### src/rtl/nvm_pkg.sv
// Shared constants for the store command controller: register offsets,
// command-word field positions and operation codes.
package nvm_pkg;
    localparam int REG_W    = 32;
    localparam int BUS_AW   = 4;
    localparam int BYTE_W   = 8;
    localparam int ADDR_W   = 13;
    localparam int BUSY_BIT = 31;
    localparam int OP_HI    = 29;
    localparam int OP_LO    = 28;
    localparam int TO_BIT   = 17;

    localparam logic [BUS_AW-1:0] CMD_OFS  = 4'h0;
    localparam logic [BUS_AW-1:0] DATA_OFS = 4'h4;

    typedef enum logic [1:0] {
        OP_READ  = 2'b00,
        OP_WRITE = 2'b11
    } nvm_op_e;
endpackage

### src/rtl/nvm_watchdog.sv
// Command watchdog. The counter restarts on start and counts each active
// cycle. expire is high during the LIMIT-th active cycle after start.
// Assumes active stays high from start until the command ends.
module nvm_watchdog #(
    parameter int LIMIT = 32
) (
    input  logic clk,
    input  logic rst_n,
    input  logic start,
    input  logic active,
    output logic expire
);
    localparam int CW = $clog2(LIMIT + 1);

    logic [CW-1:0] cnt_q;

    // Restart on launch, advance while a command is outstanding.
    always_ff @(posedge clk) begin
        if (!rst_n)       cnt_q <= '0;
        else if (start)   cnt_q <= '0;
        else if (active)  cnt_q <= cnt_q + 1'b1;
    end

    assign expire = active && (cnt_q == CW'(LIMIT - 1));
endmodule

### src/rtl/nvm_store.sv
// Behavioural store backend: a byte array that acknowledges a request after
// a programmable number of wait cycles. It stays silent when not fitted.
// Dropping req abandons the access. The address wraps modulo DEPTH.
module nvm_store #(
    parameter int DEPTH  = 256,
    parameter int ADDR_W = 13,
    parameter int BYTE_W = 8,
    parameter int LAT_W  = 8
) (
    input  logic              clk,
    input  logic              rst_n,
    input  logic              fitted,
    input  logic [LAT_W-1:0]  latency,
    input  logic              req,
    input  logic              we,
    input  logic [ADDR_W-1:0] addr,
    input  logic [BYTE_W-1:0] wdata,
    output logic              ack,
    output logic [BYTE_W-1:0] rdata
);
    localparam int IDX_W = $clog2(DEPTH);

    logic [BYTE_W-1:0] mem [DEPTH];
    logic [LAT_W-1:0]  wait_q;
    logic [IDX_W-1:0]  idx;
    logic              fire;

    assign idx  = addr[IDX_W-1:0];
    assign fire = req && !ack && fitted && (wait_q == latency);

    // Wait counter and one-cycle acknowledge pulse.
    always_ff @(posedge clk) begin
        if (!rst_n || !req || ack) begin
            wait_q <= '0;
            ack    <= 1'b0;
        end else if (fire) begin
            ack    <= 1'b1;
        end else if (fitted) begin
            wait_q <= wait_q + 1'b1;
        end
    end

    // Array access in the cycle the acknowledge is raised.
    always_ff @(posedge clk) begin
        if (fire) begin
            if (we) mem[idx] <= wdata;
            else    rdata    <= mem[idx];
        end
    end
endmodule

### src/rtl/nvm_cmd_ctrl.sv
// Command/data register pair driving a byte store. A command write with the
// busy bit set launches an access. Busy self-clears on acknowledge or on
// watchdog expiry, and expiry also sets a sticky flag cleared by writing 1.
// Assumes single-cycle register writes and combinational register reads.
module nvm_cmd_ctrl
    import nvm_pkg::*;
#(
    parameter int TIMEOUT_CYCLES = 32,
    parameter int STORE_DEPTH    = 256,
    parameter int LAT_W          = 8
) (
    input  logic              clk,
    input  logic              rst_n,
    input  logic              bus_wr,
    input  logic [BUS_AW-1:0] bus_addr,
    input  logic [REG_W-1:0]  bus_wdata,
    output logic [REG_W-1:0]  bus_rdata,
    input  logic              store_fitted,
    input  logic [LAT_W-1:0]  store_latency
);
    logic              busy_q, to_q;
    logic [1:0]        op_q;
    logic [ADDR_W-1:0] adr_q;
    logic [BYTE_W-1:0] data_q;
    logic              cmd_wr, data_wr, launch;
    logic              st_ack, wd_expire;
    logic [BYTE_W-1:0] st_rdata;

    assign cmd_wr  = bus_wr && (bus_addr == CMD_OFS);
    assign data_wr = bus_wr && (bus_addr == DATA_OFS);
    assign launch  = cmd_wr && !busy_q && bus_wdata[BUSY_BIT];

    nvm_watchdog #(.LIMIT(TIMEOUT_CYCLES)) u_wd (
        .clk    (clk),
        .rst_n  (rst_n),
        .start  (launch),
        .active (busy_q),
        .expire (wd_expire)
    );

    nvm_store #(
        .DEPTH  (STORE_DEPTH),
        .ADDR_W (ADDR_W),
        .BYTE_W (BYTE_W),
        .LAT_W  (LAT_W)
    ) u_store (
        .clk     (clk),
        .rst_n   (rst_n),
        .fitted  (store_fitted),
        .latency (store_latency),
        .req     (busy_q),
        .we      (op_q == OP_WRITE),
        .addr    (adr_q),
        .wdata   (data_q),
        .ack     (st_ack),
        .rdata   (st_rdata)
    );

    // Opcode and address latch, accepted only while idle.
    always_ff @(posedge clk) begin
        if (!rst_n) begin
            op_q  <= '0;
            adr_q <= '0;
        end else if (cmd_wr && !busy_q) begin
            op_q  <= bus_wdata[OP_HI:OP_LO];
            adr_q <= bus_wdata[ADDR_W-1:0];
        end
    end

    // Busy: set by launch, cleared by acknowledge or watchdog expiry.
    always_ff @(posedge clk) begin
        if (!rst_n)                          busy_q <= 1'b0;
        else if (launch)                     busy_q <= 1'b1;
        else if (busy_q && (st_ack || wd_expire)) busy_q <= 1'b0;
    end

    // Sticky timeout flag; expiry takes priority over a write-one clear.
    always_ff @(posedge clk) begin
        if (!rst_n)                             to_q <= 1'b0;
        else if (busy_q && !st_ack && wd_expire) to_q <= 1'b1;
        else if (cmd_wr && bus_wdata[TO_BIT])    to_q <= 1'b0;
    end

    // Data register: software loads it while idle, a completed read fills it.
    always_ff @(posedge clk) begin
        if (!rst_n)                                data_q <= '0;
        else if (data_wr && !busy_q)               data_q <= bus_wdata[BYTE_W-1:0];
        else if (busy_q && st_ack && op_q != OP_WRITE) data_q <= st_rdata;
    end

    // Register read multiplexer.
    always_comb begin
        bus_rdata = '0;
        if (bus_addr == CMD_OFS) begin
            bus_rdata[BUSY_BIT]     = busy_q;
            bus_rdata[OP_HI:OP_LO]  = op_q;
            bus_rdata[TO_BIT]       = to_q;
            bus_rdata[ADDR_W-1:0]   = adr_q;
        end else if (bus_addr == DATA_OFS) begin
            bus_rdata[BYTE_W-1:0]   = data_q;
        end
    end
endmodule

### config.mk
export PLATFORM = sky130hd
export DESIGN_NAME = nvm_cmd_ctrl
export DESIGN_NICKNAME = d
export VERILOG_FILES = /design/src/rtl/nvm_pkg.sv /design/src/rtl/nvm_watchdog.sv /design/src/rtl/nvm_store.sv /design/src/rtl/nvm_cmd_ctrl.sv
export SDC_FILE = /design/constraint.sdc
export NUM_CORES = 2
export LEC_CHECK = 0
export BUFFER_PORTS_ARGS = -buffer_cell sky130_fd_sc_hd__buf_4
export CORE_ASPECT_RATIO = 0.75
export CORE_MARGIN = 1.5
export CORE_UTILIZATION = 67
export CTS_BUF_LIST = sky130_fd_sc_hd__clkbuf_16
export CTS_CLUSTER_SIZE = 16
export DETAILED_ROUTE_END_ITERATION = 10
export PLACE_DENSITY = 0.82
export RECOVER_POWER = 100
export SLEW_MARGIN = 20
export SYNTH_ARGS = -nofsm -noshare
export SYNTH_HDL_FRONTEND = slang
export SYNTH_HIERARCHICAL = 1
export SYNTH_SLANG_ARGS = --single-unit
### constraint.sdc
create_clock -name clk -period 7.1 [get_ports clk]
set_input_delay 0.71 -clock clk [delete_from_list [all_inputs] [get_ports clk]]
set_output_delay 0.71 -clock clk [all_outputs]
set_load 0.02 [all_outputs]
* Word level (Yosys, flattened, before mapping)
Memories as Yosys holds them, arrays and structs flattened. A register that Yosys moved wholly into a read port is not among the register bits.
Cells that the tools add are included.
** Word-level totals
- Bits in latches :: 0
- Bits of input ports :: 48
- Word-level logic and storage cells :: 61
- Bits in registers :: 40
- Bits in writable memories :: 2048
- Output and inout port bits :: 32
- Memories :: 1
- Bits in read-only memories :: 0
** Memory list
- u_store.mem :: words 256, width 8, read ports 1, clocked after Yosys merged registers in 1, wr ports 1, RTL line nvm_store.sv:23 : logic [BYTE_W-1:0] mem [DEPTH];
** Cells by class
- Div/mod/pow operators :: 0
- Shift-type cells :: 0
- $mul :: 0
- Bitwise logic cells :: 3
- Equal/unequal tests :: 5
- Muxes and demuxes :: 15
- Reductions and logical operators :: 27
- Magnitude comparators :: 0
- Add/sub/neg operators :: 2
** Operators by type and width (number)
- two-way mux 8 bit :: 4
- logical AND 1 bit :: 14
- two-way mux 1 bit :: 9
- adder 8 x 1 -> 8 bit, second input constant :: 1
- equality test 8 bit :: 1
- adder 6 x 1 -> 6 bit, second input constant :: 1
- equality test 6 x 5 -> 1 bit, second input constant :: 1
- nonzero test 2 bit :: 3
- two-way mux 5 bit :: 1
- equality test 4 x 3 -> 1 bit, second input constant :: 1
- zero test 4 bit :: 1
- AND reduction 2 bit :: 2
- zero test 1 bit :: 3
- logical OR 1 bit :: 3
- NOT 1 bit :: 3
- equality test 2 bit, second input constant :: 1
- two-way mux 2 bit :: 1
- != test 2 bit, second input constant :: 1
- OR reduction 2 bit :: 1

* Longest topological paths before layout
- Word-level depth :: 6
- Depth in mapped cells :: 9
- Gate-level depth less buffers :: 6

* Hierarchy
The synthesis kept the hierarchy.
** Modules (own cells, without submodules)
- nvm_store :: cells each 3588, sequential area each 61919.4 um2, instances 1, area each 79034.6 um2
- nvm_cmd_ctrl :: cells each 166, sequential area each 500.5 um2, instances 1, area each 1387.6 um2
- nvm_watchdog :: cells each 26, sequential area each 120.1 um2, instances 1, area each 252.7 um2

* Worst setup path before layout
No wires, ideal clock.
- Path kind :: register -> output
- From :: register data_q[0]
- To :: output port bus_rdata[0]
- Data arrival time :: 3.992 ns
- Cell stages (with the launch flop) :: 2
- Slack :: 2.398 ns
- Cells stage by stage :: dfxtp_1 > a22o_1
** Between the ends
- Word-level cells in the longest chain between the ends :: 2
** RTL lines
- start: declaration :: RTL line nvm_cmd_ctrl.sv:24 : logic [BYTE_W-1:0] data_q;
- start signal: assignment :: RTL line nvm_cmd_ctrl.sv:87 : else if (data_wr && !busy_q) data_q <= bus_wdata[BYTE_W-1:0];
- start signal: assignment :: RTL line nvm_cmd_ctrl.sv:88 : else if (busy_q && st_ack && op_q != OP_WRITE) data_q <= st_rdata;
- two-way mux 8 bit :: RTL line nvm_cmd_ctrl.sv:99 : end else if (bus_addr == DATA_OFS) begin
- two-way mux 8 bit :: RTL line nvm_cmd_ctrl.sv:94 : if (bus_addr == CMD_OFS) begin
- end: declaration :: RTL line nvm_cmd_ctrl.sv:17 : output logic [REG_W-1:0] bus_rdata,
Every way passes these cells.

* Worst setup path in the final report
- From :: register op_q[1]
- To :: memory u_store.mem[74][3], enable pin
** Between the ends
- Word-level cells in the longest chain between the ends :: 4
** RTL lines
- start: declaration :: RTL line nvm_cmd_ctrl.sv:22 : logic [1:0] op_q;
- start signal: assignment :: RTL line nvm_cmd_ctrl.sv:65 : op_q <= bus_wdata[OP_HI:OP_LO];
- equality test 2 bit :: RTL line nvm_cmd_ctrl.sv:52 : .we (op_q == OP_WRITE),
- two-way mux 1 bit :: RTL line nvm_store.sv:46 : if (we) mem[idx] <= wdata;
- two-way mux 1 bit :: RTL line nvm_store.sv:45 : if (fire) begin
- two-way mux 1 bit (implied by the code) :: RTL line nvm_store.sv:46
- end: declaration :: RTL line nvm_store.sv:23
Every way passes these cells.

==> impl_metrics.tcl <==
set metrics [dict create \
    dp_cells 5222 \
    finalCriticalPeriod_ps 5650 \
    min_path_cells 3 \
    area_delta_synth_final_pct 9.32 \
    synth_flop_cell "edfxtp_1" \
    drive_above_1_share_pct 21.7 \
    hold_viol_final 0 \
    cts.sinks 2096 \
    power_leakage_nw 26.7 \
    die_area_sq_um 123000 \
    synth.largest_area_cell "edfxtp_1" \
    r2r_cells 8 \
    synth_most_common_cell "edfxtp_1" \
    slew_headroom_pct -185 \
    postCtsResizedCells 0 \
    die_w_microns 404 \
    nets 3889 \
    setup_ws_ps 1450 \
    critPathMaxFanout 16 \
    slew_viol_final 1130 \
    yosys_warnings 6 \
    numCtsBuffers 180 \
    startpoint "op_q[1]$_SDFFE_PN0P_" \
    grt_pass1_wl_mm 294 \
    start_kind "flip-flop" \
    drt_iter0_drc 7330 \
    grt_usage_pct 34.2 \
    setup_tns_ps 0 \
    cp.arrival_ps 6070 \
    wl_per_cell_microns 36.9 \
    cp.required_ps 7520 \
    core_sq_um 120000 \
    drt-total-wl_mm 205 \
    root_buffer "clkbuf_16" \
    post-dp-hpwl_mm 106 \
    r2r_start "op_q[1]$_SDFFE_PN0P_" \
    grt_max_degree 202 \
    critical_path_cell_count 8 \
    synth_cell_type_count 49 \
    yosysTopAreaCellShare_pct 76.5 \
    outcome "complete, but fails checks" \
    fmax_mhz 177 \
    async_flop_share_pct 0 \
    ant_nets 0 \
    overflow 0 \
    dr.pass1.iters 7 \
    drc 0 \
    failed_checks "max-capacitance violations, max-slew violations" \
    first_global_vias 41400 \
    path_cells "nand2_1 > inv_1 > inv_1 > nor4_4 > clkbuf_1 > nand4bb_1 > clkbuf_1 > nor2_1" \
    path_clk_slew_ps 70 \
    synth_area_per_cell_sq_um 21.3 \
    num_rows 110 \
    antenna_found_initial 7 \
    cts_tree "done" \
    viasPerCell 7.54 \
    worstSetupPathType "reg2reg" \
    p_per_area_nw_per_um2 265 \
    worstHoldPathType "in2reg" \
    setup_viol 0 \
    peakVddDrop_mv 0.273 \
    crit_buf_inv 4 \
    path_delay_family "simple AND/OR/NAND/NOR gates" \
    cp_slowest_cell "nand4bb_1" \
    vias 42000 \
    gp_congestion 0.898 \
    die_y_microns 304 \
    dp_slack_ps 2800 \
    finClkSkew_ps 32.2 \
    cp-endpoint "u_store/mem[74][3]$_DFFE_PP_" \
    ys_seq_area_share_pct 77.5 \
    cpPeakStageDelay_ps 1350 \
    initial_core_util_pct 67.4 \
    fin_crit_sh_pct 79.6 \
    postCtsSetupBuffers 0 \
    rsz0062_at_grt "no" \
    clk_latency_ps 820 \
    cts_hold_buffers 0 \
    timing.rr.end "u_store/mem[74][3]$_DFFE_PP_" \
    ys_ff_latch 2096 \
    synth_edf_count 2056 \
    cts.htree.levels 4 \
    postSynthCellCount 3780 \
    io_buffers 49 \
    reg2reg_setup_slack_ps 1450 \
    synthTopCellsByCount "edfxtp_1 (2,056), mux4_2 (512), nor2_1 (269), a22oi_1 (256), clkbuf_1 (143)" \
    netlist_area_sq_um 80700 \
    synth.area.top_cells "edfxtp_1 (77%), mux4_2 (14%), a22oi_1 (2.4%)" \
    io-pin-count 80 \
    worstMarginPinSlew_ps 4270 \
    maxCapViolCount 28 \
    crit_path_end_kind "flip-flop" \
    instances_no_fill 5565 \
    clockBufferDepth 3 \
]
## sequential cells by signal (all words and copies together) (netlist names)
name,flops
data_q,8
u_store/rdata,8
u_store/ack,1
u_store/wait_q,8
to_q,1
u_wd/cnt_q,6
busy_q,1
adr_q,13
u_store/mem,2048
op_q,2
## power by group
part           internal [W]  switching, W  total, W
combinational      0.000105      0.000221  0.000325
sequential           0.0135     0.0000229    0.0135
clock               0.00516       0.00441   0.00957
total                0.0187       0.00466    0.0234
## cell type report
class / instances / area [sq um]
tap: 1568 / 1960
antenna: 13 / 32.5
sequential: 2096 / 62500
fill: 6134 / 31500
clock buffer: 187 / 4680
inverter: 5 / 18.8
timing repair buffer: 120 / 950
multi-input combinational: 1436 / 17000
clock inverter: 140 / 962
## cells in the final DEF (no fill, tap or decap), drive strengths merged, types with 21 or more instances in the layout
cell type	instances
clkinv	82
nand2	21
edfxtp	2056
nand3	31
buf	83
a21oi	135
inv	49
dfxtp	40
o41ai	32
a22oi	256
clkbuf	224
nor2	269
mux4	512
o21ai	26
## metrics by stage
step	hold slack [ps]	cell area (sq um)	total power [W]	utilization [%]
floorplan	448	80700	0.0139	-
global placement	458	82600	0.0140	69.0
detailed placement	473	82700	0.0140	69.0
CTS	129	88300	0.0234	73.7
global route	188	88200	0.0239	73.6
finish	184	88200	0.0234	73.7
## metal layers
metal	vias up	part of all wire [%]	track usage, %
met5	-	0.0054	0
met1	21600	34	47.5
met3	590	15	9.64
met2	3713	47	52.7
met4	2	4.2	13.6
li1	16000	-	-
## worst min-delay path by stage
stage	startpoint	to
detailed placement	adr_q[8]$_SDFFE_PN0P_	adr_q[8]$_SDFFE_PN0P_
global placement	adr_q[8]$_SDFFE_PN0P_	adr_q[8]$_SDFFE_PN0P_
finish	bus_wdata[0]	adr_q[0]$_SDFFE_PN0P_
floorplan	adr_q[8]$_SDFFE_PN0P_	adr_q[8]$_SDFFE_PN0P_
global route	bus_wdata[11]	adr_q[11]$_SDFFE_PN0P_
CTS	bus_wdata[8]	adr_q[8]$_SDFFE_PN0P_
## worst reg2reg max path: stages, from the launching register on
cell and delay [ps]:
dfxtp_1 350, nand2_1 250, inv_1 340, inv_1 180, nor4_4 280, clkbuf_1 790
nand4bb_1 1370, clkbuf_1 840, nor2_1 870
## logic make-up (layout without fill, tap and decap cells)
family,after synthesis,in the layout,share of synthesized area (%)
muxes,514,514,14.3
xor gates and xnor gates,13,13,0.141
other,1,28,0.00465
buffers and inverters,262,452,1.56
and+or+nand+nor,395,395,2.24
DFF,2096,2096,77.5
adders and majority gates,2,2,0.0310
AOI/OAI and AO/OA,497,497,4.18
Power figures use the tool's default switching activity.
